==> config.mk <==
export PLATFORM = sky130hd
export DESIGN_NAME = poll_seq
export DESIGN_NICKNAME = d
export VERILOG_FILES = /design/src/rtl/poll_seq_pkg.sv /design/src/rtl/poll_us_tick.sv /design/src/rtl/poll_down_ctr.sv /design/src/rtl/poll_seq.sv
export SDC_FILE = /design/constraint.sdc
export NUM_CORES = 1
export LEC_CHECK = 0
export BUFFER_PORTS_ARGS = -buffer_cell sky130_fd_sc_hd__buf_2
export CAP_MARGIN = 20
export CORE_UTILIZATION = 39
export DETAILED_ROUTE_END_ITERATION = 10
export GPL_ROUTABILITY_DRIVEN = 0
export GPL_TIMING_DRIVEN = 0
export HOLD_SLACK_MARGIN = 0.06
export PLACE_DENSITY = 0.63
export SYNTH_ARGS = -nofsm -noshare
export SYNTH_HDL_FRONTEND = slang
export SYNTH_SLANG_ARGS = --single-unit
==> constraint.sdc <==
create_clock -name clk -period 2.2 [get_ports clk]
set_input_delay 0 -clock clk [delete_from_list [all_inputs] [get_ports clk]]
set_output_delay 0 -clock clk [all_outputs]
set_load 0.05 [all_outputs]
==> src/rtl/poll_seq_pkg.sv <==
package poll_seq_pkg;

  localparam int BYTE_W = 8;
  localparam int CNT_W  = 16;

  localparam logic [BYTE_W-1:0] DUMMY_BYTE = 8'h00;

  typedef enum logic [2:0] {
    ST_IDLE,
    ST_SEL,
    ST_CMD,
    ST_RSP,
    ST_EVAL,
    ST_GAP,
    ST_DLY,
    ST_DONE
  } seq_state_t;

  // masked equality between a response and the wanted value
  function automatic logic masked_hit(input logic [BYTE_W-1:0] rsp,
                                      input logic [BYTE_W-1:0] mask,
                                      input logic [BYTE_W-1:0] want);
    return (rsp & mask) == want;
  endfunction

  // number of attempts a limit field allows
  function automatic logic [CNT_W-1:0] attempt_cap(input logic [CNT_W-1:0] lim);
    return (lim == '0) ? CNT_W'(1) : lim;
  endfunction

endpackage

==> src/rtl/poll_us_tick.sv <==
module poll_us_tick #(
  parameter int CLK_PER_US = 50
) (
  input  logic clk,
  input  logic rst_n,
  input  logic run,
  output logic tick
);
  localparam int PRE_W = (CLK_PER_US > 1) ? $clog2(CLK_PER_US) : 1;
  localparam logic [PRE_W-1:0] PRE_LAST = PRE_W'(CLK_PER_US - 1);

  logic [PRE_W-1:0] pre;

  assign tick = run && (pre == PRE_LAST);

  always_ff @(posedge clk) begin
    if (!rst_n || !run) begin
      pre <= '0;
    end else if (tick) begin
      pre <= '0;
    end else begin
      pre <= pre + PRE_W'(1);
    end
  end
endmodule

==> src/rtl/poll_down_ctr.sv <==
module poll_down_ctr #(
  parameter int W = 16
) (
  input  logic         clk,
  input  logic         rst_n,
  input  logic         load,
  input  logic [W-1:0] load_val,
  input  logic         dec,
  output logic [W-1:0] value,
  output logic         is_zero
);
  assign is_zero = (value == '0);

  always_ff @(posedge clk) begin
    if (!rst_n) begin
      value <= '0;
    end else if (load) begin
      value <= load_val;
    end else if (dec && !is_zero) begin
      value <= value - W'(1);
    end
  end
endmodule

==> src/rtl/poll_seq.sv <==
module poll_seq
  import poll_seq_pkg::*;
#(
  parameter int CLK_PER_US = 50,
  parameter int GAP_CYCLES = 4
) (
  input  logic              clk,
  input  logic              rst_n,
  input  logic              start,
  input  logic              mode_delay,
  input  logic [BYTE_W-1:0] cmd_byte,
  input  logic [BYTE_W-1:0] rsp_mask,
  input  logic [BYTE_W-1:0] rsp_want,
  input  logic [CNT_W-1:0]  iter_limit,
  input  logic [CNT_W-1:0]  delay_us,
  output logic              cs_n,
  output logic              xfer_req,
  output logic [BYTE_W-1:0] xfer_tx,
  input  logic              xfer_ack,
  input  logic [BYTE_W-1:0] xfer_rx,
  output logic              busy,
  output logic              done,
  output logic              matched,
  output logic [BYTE_W-1:0] last_resp,
  output logic [CNT_W-1:0]  iter_count
);
  localparam int GAP_W = $clog2(GAP_CYCLES + 1);
  localparam logic [GAP_W-1:0] GAP_LOAD = GAP_W'(GAP_CYCLES - 1);

  seq_state_t state, state_nx;

  logic [BYTE_W-1:0] cmd_q, mask_q, want_q;
  logic [CNT_W-1:0]  lim_eff;
  logic              mode_q;

  // named internal events
  logic accept, byte_done, resp_hit, cap_reached, gap_over;
  logic us_tick, delay_end, gap_load;
  logic [GAP_W-1:0] gap_val;
  logic             gap_zero;
  logic [CNT_W-1:0] dly_val;
  logic             dly_zero;

  assign accept      = (state == ST_IDLE) && start;
  assign byte_done   = xfer_req && xfer_ack;
  assign resp_hit    = (state == ST_EVAL) && masked_hit(last_resp, mask_q, want_q);
  assign cap_reached = (state == ST_EVAL) && (iter_count >= lim_eff);
  assign gap_load    = (state == ST_EVAL);
  assign gap_over    = (state == ST_GAP) && gap_zero;
  assign delay_end   = (state == ST_DLY) && us_tick && (dly_val == CNT_W'(1));

  poll_us_tick #(.CLK_PER_US(CLK_PER_US)) u_tick (
    .clk  (clk),
    .rst_n(rst_n),
    .run  (state == ST_DLY),
    .tick (us_tick)
  );

  poll_down_ctr #(.W(GAP_W)) u_gap (
    .clk     (clk),
    .rst_n   (rst_n),
    .load    (gap_load),
    .load_val(GAP_LOAD),
    .dec     (state == ST_GAP),
    .value   (gap_val),
    .is_zero (gap_zero)
  );

  poll_down_ctr #(.W(CNT_W)) u_dly (
    .clk     (clk),
    .rst_n   (rst_n),
    .load    (accept),
    .load_val(delay_us),
    .dec     (us_tick),
    .value   (dly_val),
    .is_zero (dly_zero)
  );

  always_comb begin
    state_nx = state;
    unique case (state)
      ST_IDLE: if (accept) begin
        if (!mode_delay)         state_nx = ST_SEL;
        else if (delay_us == '0) state_nx = ST_DONE;
        else                     state_nx = ST_DLY;
      end
      ST_SEL:  state_nx = ST_CMD;
      ST_CMD:  if (xfer_ack) state_nx = ST_RSP;
      ST_RSP:  if (xfer_ack) state_nx = ST_EVAL;
      ST_EVAL: state_nx = (resp_hit || cap_reached) ? ST_DONE : ST_GAP;
      ST_GAP:  if (gap_over) state_nx = ST_SEL;
      ST_DLY:  if (delay_end) state_nx = ST_DONE;
      ST_DONE: state_nx = ST_IDLE;
      default: state_nx = ST_IDLE;
    endcase
  end

  always_ff @(posedge clk) begin
    if (!rst_n) begin
      state      <= ST_IDLE;
      cmd_q      <= '0;
      mask_q     <= '0;
      want_q     <= '0;
      lim_eff    <= CNT_W'(1);
      mode_q     <= 1'b0;
      matched    <= 1'b0;
      last_resp  <= '0;
      iter_count <= '0;
    end else begin
      state <= state_nx;
      if (accept) begin
        cmd_q      <= cmd_byte;
        mask_q     <= rsp_mask;
        want_q     <= rsp_want;
        lim_eff    <= attempt_cap(iter_limit);
        mode_q     <= mode_delay;
        matched    <= 1'b0;
        last_resp  <= '0;
        iter_count <= '0;
      end
      if (state == ST_RSP && xfer_ack) begin
        last_resp  <= xfer_rx;
        iter_count <= iter_count + CNT_W'(1);
      end
      if (resp_hit) matched <= 1'b1;
    end
  end

  assign cs_n     = !((state == ST_SEL) || (state == ST_CMD) || (state == ST_RSP));
  assign xfer_req = (state == ST_CMD) || (state == ST_RSP);
  assign xfer_tx  = (state == ST_CMD) ? cmd_q : DUMMY_BYTE;
  assign busy     = (state != ST_IDLE);
  assign done     = (state == ST_DONE);

endmodule

== After elaboration in Yosys (flattened, before gate mapping) ==
Index checks and enable logic that the tools add are counted.
Widths: inputs -> output; s select.
Word-level totals
  flip-flop bits (word level): 93
  input port bits: 69
  output and inout port bits: 37
  word-level logic and storage cells: 88
Operators by class
  $add $sub $neg: 4
  order comparisons: 1
  equal/unequal tests: 15
  mux-type cells: 21
  bitwise operators: 2
  reductions and logical operators: 33
Operators with widths (count)
  $mux 16: 5
  $logic_not 16->1: 3
  $mux 8: 3
  $pmux 3 s8: 1
  $mux 3: 6
  $add 16x1->16 const B: 1
  $eq 16x1->1 const B: 1
  $ge 16x16->1: 1
  $sub 16x1->16 const B: 1
  $eq 3x3->1 const B: 4
  $logic_and 1x1->1: 10
  $ne 2x2->1 const B: 5
  $and 8x8->8: 1
  $eq 8x8->1: 1
  $reduce_bool 2->1: 4
  $add 6x1->6 const B: 1
  $eq 3x2->1 const B: 2
  $eq 6x6->1 const B: 1
  $logic_not 3->1: 2
  $mux 2: 3
  $logic_not 1->1: 5
  $logic_or 1x1->1: 5
  $reduce_and 5->1: 1
  $reduce_or 2->1: 2
  other kinds (5): 7

== Logic depth before layout (Yosys ltp) ==
Gate-level depths: netlist of the first run.
  word-level depth: 6
  mapped depth: 9
  gate-level depth less buffers: 8

== By module ==
From an unflattened synthesis of the first run, not the netlist that was laid out.
Unflattened totals
  cells, all modules: 612
  area total of the unflattened synthesis: 4986.0 µm²
Modules (own cells, without submodules)
  poll_seq: times used 1, cells each 440, area an instance 3555.9 µm², sequential area each 1361.3 µm²
  poll_down_ctr at u_dly: times used 1, cells each 123, area an instance 977.2 µm², sequential area each 320.3 µm²
  poll_us_tick: times used 1, cells each 28, area an instance 267.8 µm², sequential area each 120.1 µm²
  poll_down_ctr at u_gap: times used 1, cells each 21, area an instance 185.2 µm², sequential area each 60.1 µm²

== Least setup slack after synthesis of the first run ==
OpenSTA, ideal clock, no wires.
  kind: reg-to-reg
  start: register u_dly.value[0]
  end: register u_dly.value[8]
  library setup time: 0.074 ns
  arrival time: 1.928 ns
  setup slack: 0.198 ns
  cell stages (with the launch flop): 10
  cell sequence: dfxtp_1 -> inv_1 -> ha_1 -> nor3b_1 -> and3_1 -> buf_2 -> a21o_1 -> buf_6 -> or4_1 -> a31oi_1
On the way
  word-level cells in the longest chain between the ends: 4
  elaborated cells between the ends (all ways): 7
  classes of those cells: 1 x add/sub; 2 x mux; 4 x reduce/logical
RTL lines
  start, declared: RTL line poll_down_ctr.sv:9  | output logic [W-1:0] value,
  start signal, assigned: RTL line poll_down_ctr.sv:18  | value <= load_val;
  start signal, assigned: RTL line poll_down_ctr.sv:20  | value <= value - W'(1);
  parallel branches: the longest is 4 deep, another holds $sub 16x1->16
Several ways; the timed one is not identified. The select of a mux whose other input is x is not followed.
A chain may end at the register's enable or synchronous reset.

== Worst setup path after layout of the first run ==
Same ends and word-level chain as after synthesis.

==> flow_summary.ini, run 1 <==
[cells_and_area]
final_layout_size_suffix_gt1_frac = 0.205
final_nets = 868
final_common_cell = buf_2
fill_cells = 1109
antennaDiodeCount = 0
final_cell_mix = 116 x buf_2, 105 x nand2_1, 91 x dfxtp_1
final_area_um2 = 6440
final_util = 0.538
syn_to_final_growth_pct = 34.9
fin_cells = 928

[synthesis]
synth_area_um2 = 4770
synth_largest_area_cell = dfxtp_1
synth_top_area_share = 0.390
syn_inst = 598
yosysSeqAreaShare = 0.390
synth_nets = 690
synth_edf_count = 0
postSynthAreaPerCell_um2 = 7.98
ys_types = 62
synth-seq-cells = 93
async_reset_ff_frac = 0
synth_area_leaders = dfxtp_1 39%, nand2_1 8.3%, a21oi_1 7.0%
yosys_most_used_dff = dfxtp_1
ys_warn_count = 0

[global_route]
grt_max_degree = 17
grt_pass1_vias = 4818
grtUsageMet2 = 0.398
antenna_found_initial = 0
track_usage = 0.239
met1_usage = 0.292
met3_usage = 0.0535
grt.busiest_layer = met2
overflow = 0
grt_pass1_wl_um = 23500

[floorplanning]
die_h_um = 113
initial_core_util = 0.399
die_w_um = 113
dieArea_um2 = 12700
io_pins = 106
row_count = 40
fp.coreArea_um2 = 12000

[cts]
cts_tree = done
numClockSinks = 93
clockBufferDepth = 2
cts_root_buf = clkbuf_16
clk_pin_slew_ps = 60
h-tree-depth = 3
numCtsBuffers = 9
clk_latency_ps = 360

[timing]
timing.final.crit_share = 0.950
tightest_slew_ps = 674
timing.final.ws_setup_ps = 110
timing.slew.headroom = 0.551
fin_skew_ps = 8.59
final-setup-viol-count = 0
setup_tns_ps = 0
hold_viol = 0
holdWs_ps = 80.9
finalMaxSlewViolations = 0
period_needed_ps = 2090
max_freq_ghz = 0.479
rsz0062_at_grt = no

[detailed_routing]
wire_per_inst_um = 16.0
viasPerCell = 5.39
vias = 5001
drt-total-wl_um = 14800
ant_nets = 0
first_pass_iters = 5
drtIter0Drc = 325
post-route-drc-count = 0

[setup_path]
required_ps = 2480
crit_start = u_dly.value[0]$_SDFFE_PN0P_
reg2regPathDepth = 9
r2r_end = u_dly.value[8]$_SDFFE_PN0P_
worstSetupPathType = flop to flop
worst-path-max-fanout = 9
endpoint_kind = flop
crit_path_end = u_dly.value[8]$_SDFFE_PN0P_
worstPathArrival_ps = 2370
reg2reg_slack_ps = 110
worstReg2RegStart = u_dly.value[0]$_SDFFE_PN0P_
worstSetupStartpointType = flop

[placed_design]
placed_area_um2 = 5480
port_buffers = 105
place_ws_ps = -37.7
hpwl_um = 10400
dp.cells = 850

[min_path]
hp-class = input pin to flop
hold_depth = 5

[power]
power.density_nw_per_um2 = 955
max-vdd-ir-drop_v = 0.000538
p_leak_nw = 2.71
finalPower_mw = 6.15

[job]
cap_violations = 0

[run_status]
run_status = completed
report_power, final:
part / switching [mW] / leakage (nW) / internal [mW]
logic: 1.50 / 1.80 / 0.861
clock network: 0.707 / 0.149 / 0.920
registers: 0.220 / 0.759 / 1.95
total: 2.42 / 2.71 / 3.73
how the worst min path moves through the flow:
stage,startpoint,end
after floorplan,cmd_byte[0],cmd_q[0]$_SDFFE_PN0P_
after global placement,cmd_byte[0],cmd_q[0]$_SDFFE_PN0P_
after detailed placement,cmd_byte[5],cmd_q[5]$_SDFFE_PN0P_
after CTS,start,state[1]$_SDFFE_PN0P_
after global routing,delay_us[10],u_dly.value[10]$_SDFFE_PN0P_
final,mode_delay,state[1]$_SDFFE_PN0P_
sequential cells by signal, indices dropped and copies added, names as in the netlist:
name         flops
last_resp        8
mask_q           8
u_gap.value      3
iter_count      16
u_dly.value     16
state            3
cmd_q            8
want_q           8
lim_eff         16
matched          1
u_tick.pre       6
worst max-delay path, cell delays in order (launching register included):
cell     delay [ps]
dfxtp_4         370
inv_1            60
ha_2            200
nor3b_2         180
and3_1          180
buf_2           160
a21o_1          170
buf_6           140
or4_1           390
a31oi_1         170
cell usage after synthesis (all sizes together), types with 4 or more instances:
master,instances
o21ai,16
nor4,11
and4,4
a22oi,11
nand2,105
and3b,4
nor2,47
clkbuf,17
xor2,4
o31ai,4
buf,16
nand4,9
nand3,20
a211oi,7
dfxtp,93
and3,11
a31oi,8
inv,27
ha,23
o211ai,5
nor3,10
and2,12
a21oi,68
or4,4
or3,6
o21a,6
area by class of cell:
class                           count  area, um^2  area share
Multi-Input combinational cell    444        2660       0.414
Sequential cell                    93        1870       0.290
Timing Repair Buffer              167        1150       0.178
Clock buffer                       10         239      0.0371
Tap cell                          147         184      0.0286
Buffer                             33         166      0.0258
Inverter                           28         105      0.0163
Clock inverter                      6        68.8      0.0107
kinds of logic (layout without fill, tap and decap cells):
family,Yosys count,count (layout),share of synthesized area
AND/OR/NAND/NOR,259,259,0.273
buffers and inverters,61,244,0.0558
AO/OA/AOI/OAI,149,149,0.194
multiplexers,6,6,0.0134
XOR/XNOR,7,7,0.0128
flip-flops,93,93,0.390
adder cells (fa/ha/maj),23,23,0.0603
repair_timing:
action / 4_1_cts / 5_1_grt
hold buffers: 62 / 0
buffers inserted: 0 / 0
resized for setup: 3 / 9
endpoints found under the hold margin: 63 / 0
endpoints found under the setup margin: 16 / 59
layer usage:
| layer | wire, um | share of wire | up-vias |
|---|---|---|---|
| met5 | 0 | 0 | - |
| met4 | 481 | 0.032 | 0 |
| met3 | 744 | 0.050 | 38 |
| met2 | 7060 | 0.48 | 169 |
| met1 | 6540 | 0.44 | 2319 |
| li1 | - | - | 2475 |
(Power assumes the default switching activity.)
==> run 2: changes to the inputs <==
Settings changed: SETUP_SLACK_MARGIN set to 0.5.
==> run 2 against run 1 <==
Compared with the run above:
- global-route usage up 0.87 points
- sequential power increased by 3%
- critical path type unchanged
- combinational power increased by 32%
- maximum frequency up 9.8%
- largest power group unchanged
- highest routed layer unchanged
- final cell count is 4.5% higher
==> flow_summary.ini, run 2 (synthesis gave the netlist of run 1 again) <==
[run_status]
run_status = completed

[power]
p_leak_nw = 3.05
internal_power_mw = 4.30
swShare = 0.386
clkPwrFrac = 0.237
power.density_nw_per_um2 = 970
comb_power_share = 0.445
switching_power_mw = 2.71
p_seq_frac = 0.318
max-vdd-ir-drop_v = 0.000488

[floorplanning]
row_count = 40
dieArea_um2 = 12700
initial_core_util = 0.399
die_w_um = 113
die_h_um = 113
io_pins = 106
fp.coreArea_um2 = 12000

[timing]
fin_skew_ps = 12.1
rsz0062_at_grt = yes
tightest_slew_ps = 680
period_needed_ps = 1900
final-setup-viol-count = 0
hold_viol = 0
setup_tns_ps = 0
timing.final.ws_setup_ps = 297
timing.final.crit_share = 0.865
timing.slew.headroom = 0.547
max_freq_ghz = 0.525
finalMaxSlewViolations = 0

[setup_path]
critPathTopFamily = simple AND/OR/NAND/NOR gates
required_ps = 2480
worstSetupPathType = flop to flop
crit_slowest_cell = or4_1
cpMostUsedCell = buf_6
crit_chain = inv_4 > ha_4 > nor3b_4 > and3_4 > buf_6 > a21o_1 > buf_6 > or4_1 > a31oi_1
cpPeakStageDelay_ps = 400
path_buf_inv = 3
worstPathArrival_ps = 2180
worstReg2RegStart = u_dly.value[0]$_SDFFE_PN0P_
reg2regPathDepth = 9
endpoint_kind = flop
r2r_end = u_dly.value[8]$_SDFFE_PN0P_
worstSetupStartpointType = flop
reg2reg_slack_ps = 300
worst-path-max-fanout = 3

[detailed_routing]
drtIter0Drc = 320
viasPerCell = 5.42
ant_nets = 0
first_pass_iters = 5
post-route-drc-count = 0
vias = 5256
drt-total-wl_um = 15700
wire_per_inst_um = 16.2

[placed_design]
place_ws_ps = 49.5
placed_area_um2 = 5560
hpwl_um = 10300
port_buffers = 105

[min_path]
hp-start = delay_us[5]
holdPathEnd = u_dly.value[5]$_SDFFE_PN0P_
hold_depth = 4
hp-class = input pin to flop

[global_route]
grt_pass1_wl_um = 24600
grt_max_degree = 16
track_usage = 0.247
grt_pass1_vias = 5057
overflow = 0
antenna_found_initial = 0

[cells_and_area]
largestRegisters = iter_count x16, lim_eff x16, u_dly.value x16
syn_to_final_growth_pct = 51.4
final_common_cell = nand2_1
final_area_um2 = 7230
antennaDiodeCount = 0
final_layout_size_suffix_gt1_frac = 0.328
final_cell_mix = 104 x nand2_1, 99 x buf_2, 69 x dfxtp_1
final_nets = 910

[cts]
clk_latency_ps = 360
numCtsBuffers = 9
cts_tree = done
numClockSinks = 93
clk_pin_slew_ps = 70
cts_root_buf = clkbuf_16
h-tree-depth = 3
clockBufferDepth = 2

[job]
cap_violations = 0
[run 2: cell types whose count changed in the layout (fill, tap and decap cells not counted), moves of 7 or more]
cell     before  now
buf_6         3   24
buf_2       116   99
dfxtp_2       1   19
buf_4         1   39
dfxtp_1      91   69
a21oi_1      67   60
[run 2: timing repair]
item / in CTS / in global routing
setup endpoints to repair: 91 / 91
cloned: 1 / 1
resized for setup: 61 / 68
buffers inserted: 20 / 20
endpoints found under the hold margin: 63 / 0
pin swaps: 26 / 34
hold buffers: 62 / 0
[run 2: how the worst max path moves through the flow]
stage,startpoint,depth (start not counted),to
finish,u_dly.value[0]$_SDFFE_PN0P_,9,u_dly.value[8]$_SDFFE_PN0P_
global route,u_dly.value[0]$_SDFFE_PN0P_,9,u_dly.value[8]$_SDFFE_PN0P_
CTS,u_dly.value[1]$_SDFFE_PN0P_,9,u_dly.value[8]$_SDFFE_PN0P_
detailed placement,state[1]$_SDFFE_PN0P_,7,matched$_SDFFE_PN0P_
global placement,state[1]$_SDFFE_PN0P_,7,matched$_SDFFE_PN0P_
floorplan,u_dly.value[0]$_SDFFE_PN0P_,9,u_dly.value[8]$_SDFFE_PN0P_
[run 2: tightest hold or removal path, stage by stage]
cell and delay [ps]:
buf_2 110, o21ai_0 160, a31oi_1 50, o21a_1 90
[run 2: area by class of cell]
type	count	area (um^2)
buffer	33	244
clock buffer	12	256
sequential	93	1900
inverter	28	111
fill	1024	4730
multi-input combinational	444	2920
timing repair buffer	209	1550
tap	147	184
clock inverter	4	56.3
[run 2: layer usage]
metal | GRT usage | vias to the layer above | share of wire
met4 | 0.111 | 0 | 0.025
met5 | 0 | - | 0
met1 | 0.298 | 2473 | 0.42
met3 | 0.0524 | 31 | 0.054
li1 | - | 2568 | -
met2 | 0.423 | 184 | 0.50
[run 2: power by group through the flow]
stage	clock (mW)	combinational (mW)	sequential, mW
final	1.66	3.12	2.23
after global routing	1.74	3.38	2.26
after CTS	1.67	2.72	2.18
after detailed placement	0	2.27	2.19
after global placement	0	2.23	2.18
after floorplan	0	1.65	2.17
[run 2: metrics by stage]
| stage | hold slack (ps) | cells | total power, mW | utilization |
|---|---|---|---|---|
| 2_1_floorplan | 136 | 598 | 3.83 | - |
| 3_3_place_gp | 241 | 850 | 4.41 | 0.465 |
| 3_5_place_dp | 245 | 850 | 4.47 | 0.465 |
| 4_1_cts | 80.9 | 949 | 6.57 | 0.573 |
| 5_1_grt | 102 | 970 | 7.38 | 0.604 |
| 6_report | 103 | 970 | 7.01 | 0.604 |
==> run 3: changes to the inputs <==
Settings changed: CORE_ASPECT_RATIO set to 1.25.
==> run 3 against run 2 <==
Compared with the run above:
- final area fell by 0.90%
- setup slack got worse by 2.2 ps
- register-to-register slack barely moved
- clock skew fell by 4.1 ps
- worst hold slack got worse by 15 ps
- critical path depth did not move
==> flow_summary.ini, run 3 (synthesis gave the netlist of run 1 again) <==
[setup_path]
crit_chain = inv_2 > ha_4 > nor3b_4 > and3_4 > buf_6 > a21o_1 > buf_6 > or4_4 > a31oi_1
reg2regPathDepth = 9
worstSetupStartpointType = flop
worstPathArrival_ps = 2170
crit_slowest_cell = or4_4
cpPeakStageDelay_ps = 400
required_ps = 2470
reg2reg_slack_ps = 290
cpMostUsedCell = buf_6
worstReg2RegStart = u_dly.value[1]$_SDFFE_PN0P_
r2r_end = u_dly.value[8]$_SDFFE_PN0P_
worst-path-max-fanout = 3
endpoint_kind = flop
worstSetupPathType = flop to flop

[floorplanning]
fp.coreArea_um2 = 11800
initial_core_util = 0.405
io_pins = 106
dieArea_um2 = 12700
die_h_um = 126
die_w_um = 101
row_count = 44

[job]
cap_violations = 0

[placed_design]
hpwl_um = 10400
port_buffers = 105
place_ws_ps = -99.0

[cells_and_area]
multi_input_area_um2 = 2970
fill_cells = 1041
final_layout_size_suffix_gt1_frac = 0.334
largestRegisters = iter_count x16, lim_eff x16, u_dly.value x16
seq_area_um2 = 1900
final_common_cell = nand2_1
antennaDiodeCount = 0
final_nets = 901
syn_to_final_growth_pct = 50.0
final_cell_mix = 103 x nand2_1, 102 x buf_2, 71 x dfxtp_1

[min_path]
hold_depth = 5
hp-class = input pin to flop
hp-start = start
holdPathEnd = state[1]$_SDFFE_PN0P_

[global_route]
overflow = 0
track_usage = 0.252
grt_pass1_wl_um = 24800
antenna_found_initial = 0
grt_max_degree = 15
grt_pass1_vias = 5121

[detailed_routing]
vias = 5198
viasPerCell = 5.34
drtIter0Drc = 227
first_pass_iters = 5
drt-total-wl_um = 15800
post-route-drc-count = 0
wire_per_inst_um = 16.3
ant_nets = 0

[cts]
numCtsBuffers = 9
cts_root_buf = clkbuf_16
h-tree-depth = 3
clk_latency_ps = 340
clockBufferDepth = 2
cts_tree = done
numClockSinks = 93
clk_pin_slew_ps = 60

[power]
finalPower_mw = 6.80
p_leak_nw = 3.00
max-vdd-ir-drop_v = 0.000512
power.density_nw_per_um2 = 949

[timing]
timing.final.ws_setup_ps = 295
fin_skew_ps = 8.05
finalMaxSlewViolations = 0
tightest_slew_ps = 704
setup_tns_ps = 0
max_freq_ghz = 0.525
hold_viol = 0
timing.final.crit_share = 0.866
final-setup-viol-count = 0
rsz0062_at_grt = yes
period_needed_ps = 1910
timing.slew.headroom = 0.531

[run_status]
run_status = completed
run 3: per-stage QoR:
stage	instances	util	instance area, um^2	hold WS (ps)
3_5_place_dp	864	0.473	5580	247
3_3_place_gp	864	0.473	5580	241
6_report	973	0.608	7160	88.4
4_1_cts	959	0.579	6820	83.6
5_1_grt	973	0.608	7160	98.6
2_1_floorplan	598	-	4850	136
run 3: worst max-delay path: cells and delay by family, from the launching register on:
| family | cells | cell delay, ps |
|---|---|---|
| compound gates | 2 | 300 |
| fa+ha+maj | 1 | 160 |
| buf+inv | 3 | 300 |
| flops | 1 | 350 |
| simple gates | 3 | 740 |
run 3: worst max path at each step:
stage	startpoint	endpoint	slack, ps	cells past startpoint
after CTS	u_dly.value[0]$_SDFFE_PN0P_	u_dly.value[8]$_SDFFE_PN0P_	310	9
after floorplan	u_dly.value[0]$_SDFFE_PN0P_	u_dly.value[8]$_SDFFE_PN0P_	320	9
final	u_dly.value[1]$_SDFFE_PN0P_	u_dly.value[8]$_SDFFE_PN0P_	290	9
after global placement	state[1]$_SDFFE_PN0P_	matched$_SDFFE_PN0P_	-90	7
after global routing	u_dly.value[0]$_SDFFE_PN0P_	u_dly.value[13]$_SDFFE_PN0P_	260	6
after detailed placement	state[1]$_SDFFE_PN0P_	matched$_SDFFE_PN0P_	-100	7
run 3: report_power, final:
part	leakage, nW	total, mW	internal (mW)	switching [mW]
sequential	0.769	2.22	1.96	0.256
combinational	2.09	3.04	1.33	1.71
clock	0.134	1.53	0.869	0.662
run 3: cell type report:
class / count / share of cell area
clock inverters: 4 / 0.00716
plain buffers: 33 / 0.0355
repair buffers: 200 / 0.202
inverters: 28 / 0.0155
well taps: 161 / 0.0281
multi-input cells: 444 / 0.414
flip-flops and latches: 93 / 0.265
clock buffers: 10 / 0.0320
run 3: what timing repair did:
item / in CTS / in global routing
hold endpoints to repair: 62 / 0
setup endpoints to repair: 93 / 91
buffers inserted: 19 / 13
gates cloned: 1 / 1
hold buffers: 61 / 0
pin swaps: 31 / 17
resized for setup: 62 / 75
run 3: metal layers:
layer	global-route usage	part of all wire
met4	0.114	0.033
met5	0	0
met3	0.0599	0.063
met2	0.437	0.50
met1	0.291	0.41
